[config.mk]
export PLATFORM = sky130hd
export DESIGN_NAME = conv_enc_par
export DESIGN_NICKNAME = d
export VERILOG_FILES = /design/src/rtl/cenc_pkg.sv /design/src/rtl/cenc_lane_chain.sv /design/src/rtl/cenc_state_reg.sv /design/src/rtl/cenc_out_stage.sv /design/src/rtl/conv_enc_par.sv
export SDC_FILE = /design/constraint.sdc
export NUM_CORES = 1
export LEC_CHECK = 0
export ABC_AREA = 1
export BUFFER_PORTS_ARGS = -buffer_cell sky130_fd_sc_hd__buf_2
export CAP_MARGIN = 5
export CORE_MARGIN = 1
export CORE_UTILIZATION = 48
export CTS_CLUSTER_DIAMETER = 150
export DETAILED_ROUTE_END_ITERATION = 8
export PLACE_DENSITY = 0.74
export SYNTH_ARGS = -nofsm -noshare
export SYNTH_HDL_FRONTEND = slang
export SYNTH_SLANG_ARGS = --single-unit
[constraint.sdc]
create_clock -name clk -period 1.05 [get_ports clk]
set_clock_uncertainty 0.05 [all_clocks]
set_input_delay 0 -clock clk [delete_from_list [all_inputs] [get_ports clk]]
set_output_delay 0 -clock clk [all_outputs]
set_load 0.01 [all_outputs]
[src/rtl/cenc_pkg.sv]
package cenc_pkg;
  localparam int unsigned CL = 7;
  localparam int unsigned SW = CL - 1;
  localparam logic [CL-1:0] GEN_A = 7'o133;
  localparam logic [CL-1:0] GEN_B = 7'o171;

  typedef logic [SW-1:0] cenc_state_t;

  // window: bit CL-1 = current bit, state bit SW-1 = newest past bit
  function automatic logic [CL-1:0] cenc_window(cenc_state_t s, logic b);
    return {b, s};
  endfunction

  // returns {B, A}
  function automatic logic [1:0] cenc_pair(logic [CL-1:0] w);
    return {^(w & GEN_B), ^(w & GEN_A)};
  endfunction

  function automatic cenc_state_t cenc_next(cenc_state_t s, logic b);
    return {b, s[SW-1:1]};
  endfunction
endpackage

[src/rtl/cenc_lane_chain.sv]
module cenc_lane_chain
  import cenc_pkg::*;
#(
  parameter int unsigned W = 4
) (
  input  cenc_state_t       seed,
  input  logic [W-1:0]      data,
  output logic [2*W-1:0]    coded,
  output cenc_state_t       state_out
);
  cenc_state_t st [0:W];

  assign st[0] = seed;

  for (genvar i = 0; i < W; i++) begin : g_lane
    assign coded[2*i +: 2] = cenc_pair(cenc_window(st[i], data[i]));
    assign st[i+1]         = cenc_next(st[i], data[i]);
  end

  assign state_out = st[W];
endmodule

[src/rtl/cenc_state_reg.sv]
module cenc_state_reg
  import cenc_pkg::*;
(
  input  logic        clk,
  input  logic        rst_n,
  input  logic        load,
  input  cenc_state_t state_d,
  output cenc_state_t state_q
);
  always_ff @(posedge clk or negedge rst_n) begin
    if (!rst_n)    state_q <= '0;
    else if (load) state_q <= state_d;
  end
endmodule

[src/rtl/cenc_out_stage.sv]
module cenc_out_stage #(
  parameter int unsigned DW = 8
) (
  input  logic          clk,
  input  logic          rst_n,
  input  logic          load,
  input  logic [DW-1:0] data_d,
  input  logic          out_ready,
  output logic          out_valid,
  output logic [DW-1:0] out_data,
  output logic          can_take
);
  assign can_take = !out_valid || out_ready;

  always_ff @(posedge clk or negedge rst_n) begin
    if (!rst_n) begin
      out_valid <= 1'b0;
      out_data  <= '0;
    end else if (load) begin
      out_valid <= 1'b1;
      out_data  <= data_d;
    end else if (out_ready) begin
      out_valid <= 1'b0;
    end
  end
endmodule

[src/rtl/conv_enc_par.sv]
module conv_enc_par
  import cenc_pkg::*;
#(
  parameter int unsigned UNROLL = 4
) (
  input  logic                clk,
  input  logic                rst_n,
  input  logic                in_valid,
  output logic                in_ready,
  input  logic                in_sop,
  input  logic [UNROLL-1:0]   in_data,
  output logic                out_valid,
  input  logic                out_ready,
  output logic [2*UNROLL-1:0] out_data
);
  localparam int unsigned OW = 2 * UNROLL;

  logic          accept;
  cenc_state_t   state_q;
  cenc_state_t   seed;
  cenc_state_t   state_nx;
  logic [OW-1:0] coded;

  assign accept = in_valid && in_ready;
  assign seed   = in_sop ? '0 : state_q;

  cenc_lane_chain #(.W(UNROLL)) u_chain (
    .seed      (seed),
    .data      (in_data),
    .coded     (coded),
    .state_out (state_nx)
  );

  cenc_state_reg u_state (
    .clk     (clk),
    .rst_n   (rst_n),
    .load    (accept),
    .state_d (state_nx),
    .state_q (state_q)
  );

  cenc_out_stage #(.DW(OW)) u_out (
    .clk       (clk),
    .rst_n     (rst_n),
    .load      (accept),
    .data_d    (coded),
    .out_ready (out_ready),
    .out_valid (out_valid),
    .out_data  (out_data),
    .can_take  (in_ready)
  );
endmodule

==> Yosys cells after proc, flatten, opt, wreduce, memory -nomap -nowiden <==
Cells that the tools add are included.
{ "word_totals": {"ramBits": 0, "mem_bits_ro": 0, "latch_bits": 0, "regBits": 15, "memories": 0} }
{ "classes": {"div_mod_pow": 0, "muxes": 3, "n_eq_ne": 0, "mul": 0, "magnitude_cmp": 0, "addsub": 0, "bitwise": 0, "reduce_logical": 12, "shifts": 0} }
{ "ops": {"columns": ["operator", "count"], "rows": [
  ["XOR reduction 7 bit", 8],
  ["2-to-1 mux 6 bit", 1],
  ["2-to-1 mux 1 bit", 2],
  ["nonzero test 2 bit", 1],
  ["logical AND 1 bit", 1],
  ["zero test 1 bit", 1],
  ["logical OR 1 bit", 1]
]} }

==> Depth between registers and ports, before layout <==
Gate-level depths: netlist of the first run.
{ "logic_depth": {"word_depth": 4, "depth_mapped": 9} }

==> Hierarchy <==
Synthesis of the first run repeated with hierarchy kept, for this count alone.
{ "unflattened": {"cells_unflattened": 176, "area_unflattened_um2": 1127.3} }
{ "modules_own_cells": {"columns": ["mod", "cells_each", "instances", "area_per_inst_um2"], "rows": [
  ["cenc_lane_chain", 99, 1, 511.7],
  ["cenc_out_stage", 38, 1, 341.6],
  ["cenc_state_reg", 25, 1, 221.5],
  ["conv_enc_par", 14, 1, 52.6]
]} }

==> Worst setup path before layout of the first run <==
OpenSTA, ideal clock, no wires.
{ "synth_timing": {"kind": "reg2reg", "start": "register u_state.state_q[4]", "end": "register u_out.out_data[2]", "arrival_time_ns": 0.957, "synth_period_minus_slack_ns": 1.125, "path_slack_ns": -0.075, "stages_incl_launch_ff": 8, "path_cell_list": "dfrtp_1 -> buf_4 -> nand2_1 -> nand2_1 -> nand3_1 -> nand3_1 -> nand3_1 -> nand2_1"} }
{ "synth_via": {"elab_chain_cells": 2} }
{ "synth_lines": {"columns": ["element", "line_no", "text"], "rows": [
  ["start, declared", "cenc_state_reg.sv:8", "output cenc_state_t state_q"],
  ["start signal, assigned", "cenc_state_reg.sv:12", "else if (load) state_q <= state_d;"],
  ["2-to-1 mux 6 bit", "conv_enc_par.sv:25", "assign seed = in_sop ? '0 : state_q;"],
  ["XOR reduction 7 bit", "cenc_pkg.sv:16", "return {^(w & GEN_B), ^(w & GEN_A)};"],
  ["end signal, assigned", "cenc_out_stage.sv:21", "out_data <= data_d;"],
  ["end, declared", "cenc_out_stage.sv:10", "output logic [DW-1:0] out_data,"]
]} }
No other way between the ends.
A chain may end at the register's enable or synchronous reset.

==> Final worst setup path of the first run <==
{ "layout_timing": {"start": "register u_state.state_q[4]", "end": "register u_out.out_data[0]"} }
The elaborated chain is that of the path after synthesis.

==> results of run 1 <==
-- metrics by stage --
| stage | TNS [ps] | util [%] |
|---|---|---|
| after global routing | -1057 | 73.61 |
| after floorplan | 0 | - |
| final | -531.8 | 73.61 |
| after CTS | -299.3 | 67.01 |
| after global placement | -518.4 | 62.06 |
| after detailed placement | -727.0 | 62.06 |
-- cells by family (layout without fill, tap and decap cells) --
| family | after synthesis | count (layout) | synth area share (%) |
|---|---|---|---|
| compound gates | 8 | 8 | 4.096 |
| buf+inv | 20 | 49 | 9.091 |
| flops | 15 | 15 | 38.41 |
| simple gates | 107 | 107 | 48.40 |
-- where the power goes --
group | internal [W] | switching [W] | leakage [nW] | total, W
combinational | 0.000276 | 0.000394 | 0.531 | 0.000670
sequential | 0.000684 | 0.0000847 | 0.180 | 0.000769
clock | 0.000142 | 0.000214 | 0.0177 | 0.000356
total | 0.00110 | 0.000693 | 0.730 | 0.00179
-- sequential cells by signal (all words and copies together) (netlist names) --
name and cells:
u_out.out_data 8, u_out.out_valid 1, u_state.state_q 6
-- layer usage --
layer / vias up / global-route usage [%]
met2: 46 / 39.17
met4: 0 / 9.714
met1: 495 / 30.09
met5: - / 0
li1: 536 / -
met3: 3 / 2.692
-- Yosys cell counts (all sizes together) --
cell type / instances
nor2: 1
nand2: 71
nand3: 33
o21ai: 8
buf: 4
dfrtp: 15
nand3b: 2
inv: 16
-- worst min-delay path by stage --
stage | to | slack [ps] | cells past startpoint
final | u_state.state_q[3]$_DFFE_PN0P_ | -10 | 3
after global routing | u_state.state_q[3]$_DFFE_PN0P_ | 9 | 3
after CTS | u_state.state_q[3]$_DFFE_PN0P_ | 9 | 3
after detailed placement | u_state.state_q[4]$_DFFE_PN0P_ | -120 | 1
after global placement | u_state.state_q[0]$_DFFE_PN0P_ | -130 | 1
after floorplan | u_out.out_data[0]$_DFFE_PN0P_ | -350 | 0
-- critical path: stages (launching register included) --
cell                      delay (ps)
sky130_fd_sc_hd__dfrtp_2         480
sky130_fd_sc_hd__nand2_4         140
sky130_fd_sc_hd__nand2_2          80
sky130_fd_sc_hd__nand3_2          90
sky130_fd_sc_hd__nand3_1          90
sky130_fd_sc_hd__nand3_1          80
sky130_fd_sc_hd__nand2_1          40
-- layout make-up --
class	count	area share (%)
clock buffers	3	1.681
clock inverters	1	0.3735
inverters	16	4.669
multi-input cells	115	46.78
flip-flops and latches	15	28.29
well taps	25	2.334
repair buffers	29	15.87
-- what timing repair did --
item                       4_1_cts  5_1_grt
pin swaps                        5        4
resized for setup               12       28
setup buffers                    0        2
cloned                           0        1
setup endpoints to repair        8       14
hold buffers                     4        0
hold endpoints to repair        18        0
==> impl_metrics.prom, run 1 <==
# TYPE chip_impl_metric gauge
chip_impl_metric{name="worst_setup_hold_path_clk_slew",unit="ps"} 100
chip_impl_metric{name="boundaryPins",unit=""} 19
chip_impl_metric{name="whs",unit="ps"} -11.79
chip_impl_info{name="worstSetupEndpointType",value="flop"} 1
chip_impl_info{name="layout_commonest_cell",value="sky130_fd_sc_hd__nand2_1"} 1
chip_impl_metric{name="numPlacedInstances",unit=""} 193
chip_impl_metric{name="final.period_utilization",unit="%"} 109.4
chip_impl_info{name="min-delay-start",value="in_data[1]"} 1
chip_impl_metric{name="routed_length_per_placed_instance",unit="µm"} 12.61
chip_impl_metric{name="finalSetupViolCount",unit=""} 7
chip_impl_metric{name="dpl_cell_area",unit="µm²"} 1130
chip_impl_metric{name="grt_antenna_before_repair",unit=""} 0
chip_impl_metric{name="mappedNetlistNets",unit=""} 159
chip_impl_metric{name="area_delta_synth_final",unit="%"} 37.13
chip_impl_info{name="min_path_type",value="input pin to flop"} 1
chip_impl_metric{name="coreArea",unit="µm²"} 1821
chip_impl_metric{name="final.fill_count",unit=""} 162
chip_impl_metric{name="yosys_warnings",unit=""} 0
chip_impl_metric{name="detailed_place_hpwl",unit="µm"} 1660
chip_impl_metric{name="ff2ff_path_depth",unit=""} 6
chip_impl_metric{name="final_nets",unit=""} 189
chip_impl_metric{name="number_of_levels_in_the_clock_h_tree",unit=""} 1
chip_impl_info{name="top_layer_used",value="met4"} 1
chip_impl_metric{name="report.final.slew_viol_count",unit=""} 0
chip_impl_metric{name="worst-slew-pin-transition",unit="ps"} 345.7
chip_impl_info{name="violated_checks",value="negative hold slack, negative setup slack"} 1
chip_impl_metric{name="min_period",unit="ps"} 1149
chip_impl_metric{name="yosys.area.top_type_share",unit="%"} 38.41
chip_impl_info{name="cts-root-buf",value="sky130_fd_sc_hd__clkbuf_4"} 1
chip_impl_metric{name="dp_worst_setup_slack",unit="ps"} -136.6
chip_impl_metric{name="first_global_vias",unit=""} 855
chip_impl_metric{name="floorplan.die.height",unit="µm"} 47.12
chip_impl_metric{name="report.final.hold_viol_count",unit=""} 1
chip_impl_metric{name="slew_headroom",unit="%"} 76.96
chip_impl_metric{name="die_w",unit="µm"} 47.12
chip_impl_metric{name="core.rowCount",unit=""} 15
chip_impl_metric{name="tritoncts.num_buffers",unit=""} 3
chip_impl_info{name="yosys-top-cells-area",value="sky130_fd_sc_hd__dfrtp_1, sky130_fd_sc_hd__nand2_1, sky130_fd_sc_hd__nand3_1"} 1
chip_impl_metric{name="p_leak",unit="nW"} 0.7296
chip_impl_metric{name="critPathRequiredTime",unit="ps"} 1200
chip_impl_info{name="status",value="finished with violations"} 1
chip_impl_metric{name="max_cap_viol_count",unit=""} 0
chip_impl_metric{name="grt_first_pass_wirelength",unit="µm"} 3553
chip_impl_metric{name="multi_input_area",unit="µm²"} 626.9
chip_impl_metric{name="final-seq-area",unit="µm²"} 379.1
chip_impl_metric{name="gr-total-overflow",unit=""} 0
chip_impl_metric{name="worst_ep_arrival",unit="ps"} 1300
chip_impl_metric{name="post-route-worst-setup-slack",unit="ps"} -98.73
chip_impl_info{name="tritoncts",value="built"} 1
chip_impl_metric{name="grt_start_max_net_pins",unit=""} 22
chip_impl_metric{name="globalRouteTotalUtil",unit="%"} 23.23
chip_impl_info{name="top_library_cells_by_usage_in_the_layout_fill_and_taps_aside",value="sky130_fd_sc_hd__nand2_1, sky130_fd_sc_hd__nand3_1, sky130_fd_sc_hd__buf_2"} 1
chip_impl_metric{name="postSynthRegisterBits",unit=""} 15
chip_impl_metric{name="routed-via-count",unit=""} 1080
chip_impl_metric{name="totalPowerFinal",unit="W"} 0.001795
chip_impl_metric{name="drt_iter0_markers",unit=""} 28
chip_impl_info{name="regToRegStartpoint",value="u_state.state_q[4]$_DFFE_PN0P_"} 1
chip_impl_info{name="rr_endpoint",value="u_out.out_data[0]$_DFFE_PN0P_"} 1
chip_impl_info{name="rsz_0062_raised_after_global_routing",value="yes"} 1
chip_impl_metric{name="worst_skew_pair.late_latency",unit="ps"} 300
chip_impl_info{name="crit_end",value="u_out.out_data[0]$_DFFE_PN0P_"} 1
chip_impl_metric{name="gpl.final_weighted_congestion",unit=""} 0.9555
chip_impl_metric{name="yosysSeqAreaShare",unit="%"} 38.41
chip_impl_info{name="critical_path_class",value="flop to flop"} 1
chip_impl_info{name="start_kind",value="flop"} 1
chip_impl_metric{name="cellPowerDensity",unit="nW/µm²"} 1340
chip_impl_metric{name="netlist_area",unit="µm²"} 977.2
chip_impl_metric{name="wl_final",unit="µm"} 2572
chip_impl_metric{name="drt.antenna.violating_nets",unit=""} 0
chip_impl_metric{name="remaining_drc_errors",unit=""} 0
chip_impl_metric{name="synth.distinct_cells",unit=""} 14
chip_impl_metric{name="initial_core_util",unit="%"} 53.68
chip_impl_metric{name="wirelength_met1",unit="µm"} 1071
chip_impl_metric{name="ff2ff_setup_slack",unit="ps"} -100
chip_impl_metric{name="routed_via_density",unit=""} 5.294
chip_impl_metric{name="fp.dieArea",unit="µm²"} 2220
chip_impl_info{name="worstSetupStartpoint",value="u_state.state_q[4]$_DFFE_PN0P_"} 1
chip_impl_metric{name="antenna_cells_inserted",unit=""} 0
chip_impl_metric{name="synth.avg_cell_area",unit="µm²"} 6.515
chip_impl_metric{name="postLayoutCellArea",unit="µm²"} 1340
chip_impl_metric{name="cts-root-to-sink-buffers",unit=""} 2
chip_impl_metric{name="clk_sinks",unit=""} 15
chip_impl_metric{name="first_pass_iters",unit=""} 4
chip_impl_metric{name="netlist_instances",unit=""} 150
chip_impl_info{name="synthDominantAreaCellType",value="sky130_fd_sc_hd__dfrtp_1"} 1
chip_impl_metric{name="port_buffers",unit=""} 18
chip_impl_metric{name="finalNonFillerCells",unit=""} 204
chip_impl_metric{name="worst_ir_drop_vdd",unit="mV"} 1.086
chip_impl_metric{name="path_max_fanout",unit=""} 8
chip_impl_metric{name="wl_met3",unit="µm"} 145
chip_impl_metric{name="achievable-frequency",unit="MHz"} 870.5
chip_impl_metric{name="drive_above_1_share",unit="%"} 39.66
chip_impl_metric{name="route.met2.wl",unit="µm"} 1320
(Power assumes the default switching activity.)
==> inputs of run 2 (changes only) <==
Settings changed: ABC_AREA 1 to not set, CORE_UTILIZATION 48 to 47, CTS_CLUSTER_SIZE set to 24, PLACE_DENSITY 0.74 to 0.73, REMOVE_ABC_BUFFERS set to 1.
==> run 2 against run 1 <==
Against the previous run:
- the run ends with negative setup slack left
- global-route usage fell by 1.4 points
- highest routed layer unchanged
- critical path type unchanged
- wire length fell by 25%
- critical path depth fell by 1
- largest power group is now combinational logic
- sequential share of layout area rose by 0.75 points
- critical endpoint is now u_out.out_data[6]$_DFFE_PN0P_
==> impl_metrics.prom, run 2 <==
# TYPE chip_impl_metric gauge
chip_impl_info{name="status",value="finished with violations"} 1
chip_impl_info{name="violated_checks",value="negative setup slack"} 1
chip_impl_metric{name="netlist_instances",unit=""} 75
chip_impl_metric{name="final.setup.tns",unit="ps"} -2833
chip_impl_info{name="synth_commonest_cells",value="sky130_fd_sc_hd__dfrtp_1, sky130_fd_sc_hd__xnor2_1, sky130_fd_sc_hd__nand2_1, sky130_fd_sc_hd__mux2_2, sky130_fd_sc_hd__o21ai_0"} 1
chip_impl_metric{name="final_nets",unit=""} 128
chip_impl_metric{name="whs",unit="ps"} 10.55
chip_impl_metric{name="path_max_fanout",unit=""} 4
chip_impl_metric{name="tritoncts.num_buffers",unit=""} 3
chip_impl_metric{name="final.period_utilization",unit="%"} 137.9
chip_impl_metric{name="coreArea",unit="µm²"} 1727
chip_impl_metric{name="worst-slew-pin-transition",unit="ps"} 356.8
chip_impl_metric{name="yosysSeqAreaShare",unit="%"} 43.60
chip_impl_metric{name="boundaryPins",unit=""} 19
chip_impl_info{name="cts-root-buf",value="sky130_fd_sc_hd__clkbuf_4"} 1
chip_impl_metric{name="port_buffers",unit=""} 18
chip_impl_metric{name="dp_worst_setup_slack",unit="ps"} -415.0
chip_impl_metric{name="yosys.area.top_type_share",unit="%"} 43.60
chip_impl_info{name="synthFlopType",value="sky130_fd_sc_hd__dfrtp_1"} 1
chip_impl_metric{name="finalNonFillerCells",unit=""} 143
chip_impl_metric{name="gpl.final_weighted_congestion",unit=""} 0.7747
chip_impl_metric{name="globalRouteTotalUtil",unit="%"} 21.79
chip_impl_metric{name="p_leak",unit="nW"} 0.6341
chip_impl_metric{name="report.final.slew_viol_count",unit=""} 0
chip_impl_info{name="crit_path_cell_trace",value="buf_4, xnor2_2, nor2_4, xnor3_1, mux2_2"} 1
chip_impl_info{name="rsz_0062_raised_after_global_routing",value="yes"} 1
chip_impl_metric{name="floorplan.die.height",unit="µm"} 44.80
chip_impl_metric{name="synth.avg_cell_area",unit="µm²"} 11.48
chip_impl_metric{name="routed_length_per_placed_instance",unit="µm"} 13.56
chip_impl_info{name="worstSetupStartpoint",value="u_state.state_q[4]$_DFFE_PN0P_"} 1
chip_impl_metric{name="min_period",unit="ps"} 1448
chip_impl_metric{name="antenna_cells_inserted",unit=""} 0
chip_impl_metric{name="netlist_area",unit="µm²"} 860.8
chip_impl_metric{name="ff2ff_setup_slack",unit="ps"} -400
chip_impl_metric{name="synth.distinct_cells",unit=""} 20
chip_impl_metric{name="postSynthRegisterBits",unit=""} 15
chip_impl_info{name="min_path_type",value="input pin to flop"} 1
chip_impl_metric{name="drt_iter0_markers",unit=""} 2
chip_impl_info{name="reg_top3",value="u_out.out_data (8), u_state.state_q (6), u_out.out_valid (1)"} 1
chip_impl_metric{name="largest_register_ffs",unit=""} 8
chip_impl_info{name="regToRegStartpoint",value="u_state.state_q[4]$_DFFE_PN0P_"} 1
chip_impl_metric{name="die_w",unit="µm"} 44.80
chip_impl_metric{name="drt.antenna.violating_nets",unit=""} 0
chip_impl_metric{name="worst_skew_pair.late_latency",unit="ps"} 290
chip_impl_metric{name="worst_setup_hold_path_clk_slew",unit="ps"} 90
chip_impl_metric{name="numPlacedInstances",unit=""} 131
chip_impl_metric{name="wl_final",unit="µm"} 1939
chip_impl_metric{name="multi_input_area",unit="µm²"} 536.8
chip_impl_metric{name="max_cap_viol_count",unit=""} 0
chip_impl_metric{name="final.fill_count",unit=""} 118
chip_impl_metric{name="finalSetupViolCount",unit=""} 13
chip_impl_metric{name="gr-total-overflow",unit=""} 0
chip_impl_metric{name="grt_start_max_net_pins",unit=""} 16
chip_impl_metric{name="routed_via_density",unit=""} 4.776
chip_impl_info{name="crit_path_top_delay_cell",value="sky130_fd_sc_hd__dfrtp_2"} 1
chip_impl_metric{name="detailed_place_hpwl",unit="µm"} 1212
chip_impl_info{name="layout_commonest_cell",value="sky130_fd_sc_hd__buf_2"} 1
chip_impl_info{name="critical_path_class",value="flop to flop"} 1
chip_impl_metric{name="timing.critical_path.slowest_cell_delay",unit="ps"} 440
chip_impl_metric{name="slew_headroom",unit="%"} 76.22
chip_impl_metric{name="cts-root-to-sink-buffers",unit=""} 2
chip_impl_metric{name="worst_ep_arrival",unit="ps"} 1580
chip_impl_metric{name="area_delta_synth_final",unit="%"} 51.16
chip_impl_metric{name="achievable-frequency",unit="MHz"} 690.4
chip_impl_metric{name="asyncSetResetFlopFracSynth",unit="%"} 100.0
chip_impl_metric{name="initial_core_util",unit="%"} 49.86
chip_impl_metric{name="remaining_drc_errors",unit=""} 0
chip_impl_metric{name="grt_antenna_before_repair",unit=""} 0
chip_impl_metric{name="drive_above_1_share",unit="%"} 58.47
chip_impl_info{name="start_kind",value="flop"} 1
chip_impl_metric{name="first_pass_iters",unit=""} 4
chip_impl_metric{name="critPathRequiredTime",unit="ps"} 1180
chip_impl_metric{name="final-seq-area",unit="µm²"} 377.9
chip_impl_info{name="largest_register",value="u_out.out_data"} 1
chip_impl_info{name="top_library_cells_by_usage_in_the_layout_fill_and_taps_aside",value="sky130_fd_sc_hd__buf_2, sky130_fd_sc_hd__buf_4, sky130_fd_sc_hd__dfrtp_1"} 1
chip_impl_info{name="synthDominantAreaCellType",value="sky130_fd_sc_hd__dfrtp_1"} 1
chip_impl_metric{name="worst_ir_drop_vdd",unit="mV"} 1.175
chip_impl_metric{name="post-route-worst-setup-slack",unit="ps"} -398.4
chip_impl_metric{name="core.rowCount",unit=""} 15
chip_impl_info{name="yosys.cell_count.top_type",value="sky130_fd_sc_hd__dfrtp_1"} 1
chip_impl_metric{name="routed-via-count",unit=""} 683
chip_impl_metric{name="fp.dieArea",unit="µm²"} 2007
chip_impl_metric{name="cellPowerDensity",unit="nW/µm²"} 1606
chip_impl_metric{name="first_global_vias",unit=""} 681
chip_impl_metric{name="number_of_levels_in_the_clock_h_tree",unit=""} 1
chip_impl_metric{name="synth_enable_flop_cells",unit=""} 0
chip_impl_metric{name="clk_sinks",unit=""} 15
chip_impl_info{name="min-delay-start",value="in_data[0]"} 1
chip_impl_info{name="yosys-top-cells-area",value="sky130_fd_sc_hd__dfrtp_1, sky130_fd_sc_hd__xnor2_1, sky130_fd_sc_hd__xnor3_1"} 1
chip_impl_info{name="tritoncts",value="built"} 1
chip_impl_metric{name="grt_first_pass_wirelength",unit="µm"} 2973
chip_impl_metric{name="report.final.hold_viol_count",unit=""} 0
chip_impl_metric{name="yosys_warnings",unit=""} 0
chip_impl_info{name="worstSetupEndpointType",value="flop"} 1
-- run 2: final cells by class --
| class | count | share of cell area, % |
|---|---|---|
| Multi-Input combinational cell | 55 | 41.25 |
| Sequential cell | 15 | 29.04 |
| Clock buffer | 4 | 2.019 |
| Timing Repair Buffer | 44 | 25.29 |
| Tap cell | 25 | 2.404 |
-- run 2: cell families (layout without fill, tap and decap cells) --
logic type	count (synthesis)	in the layout	synth area share, %
xor gates and xnor gates	20	20	26.75
and+or+nand+nor	21	21	12.64
DFF	15	15	43.60
buffers and inverters	5	48	4.068
muxes	6	6	7.848
AOI/OAI and AO/OA	8	8	5.087
-- run 2: critical path: cells and delay by family (launching register included) --
| kind | cells | cell delay [ps] |
|---|---|---|
| multiplexers | 1 | 260 |
| buffers and inverters | 1 | 150 |
| AND/OR/NAND/NOR | 1 | 100 |
| flip-flops | 1 | 440 |
| XOR/XNOR | 2 | 360 |
-- run 2: final timing paths --
path                                                        to  depth (start not counted)
worst max-delay path             u_out.out_data[6]$_DFFE_PN0P_                          5
worst min-delay path             u_out.out_data[1]$_DFFE_PN0P_                          3
worst max register to register   u_out.out_data[6]$_DFFE_PN0P_                          5
worst min register to register   u_out.out_data[3]$_DFFE_PN0P_                          2
max in group asynchronous       u_state.state_q[4]$_DFFE_PN0P_                          2
min in group asynchronous        u_out.out_data[1]$_DFFE_PN0P_                          2
-- run 2: repair_timing --
action / CTS / global route
setup endpoints to repair: 15 / 15
resized for setup: 26 / 8
pin swaps: 14 / 5
setup buffers: 2 / 3
hold buffers: 3 / 0
cloned: 0 / 0
endpoints found under the hold margin: 18 / 0
-- run 2: power breakdown --
group / total (W) / switching (W) / internal [W]
clock: 0.000334 / 0.000187 / 0.000148
sequential: 0.000806 / 0.0000895 / 0.000717
combinational: 0.000949 / 0.000396 / 0.000552
total: 0.00209 / 0.000672 / 0.00142
-- run 2: through the flow --
step | cell area (µm²) | power (W) | util [%]
5_1_grt | 1301 | 0.002225 | 75.36
4_1_cts | 1250 | 0.002034 | 72.39
2_1_floorplan | 825.8 | 0.001254 | -
6_report | 1301 | 0.002089 | 75.36
3_3_place_gp | 1082 | 0.001562 | 62.68
3_5_place_dp | 1082 | 0.001580 | 62.68
-- run 2: metal layers --
layer | vias up | routed length, µm | global-route usage, %
met5 | - | 0 | 0
met4 | 0 | 40 | 12.73
met3 | 5 | 65 | 3.600
met2 | 17 | 957 | 35.00
met1 | 328 | 875 | 27.79
li1 | 333 | - | -
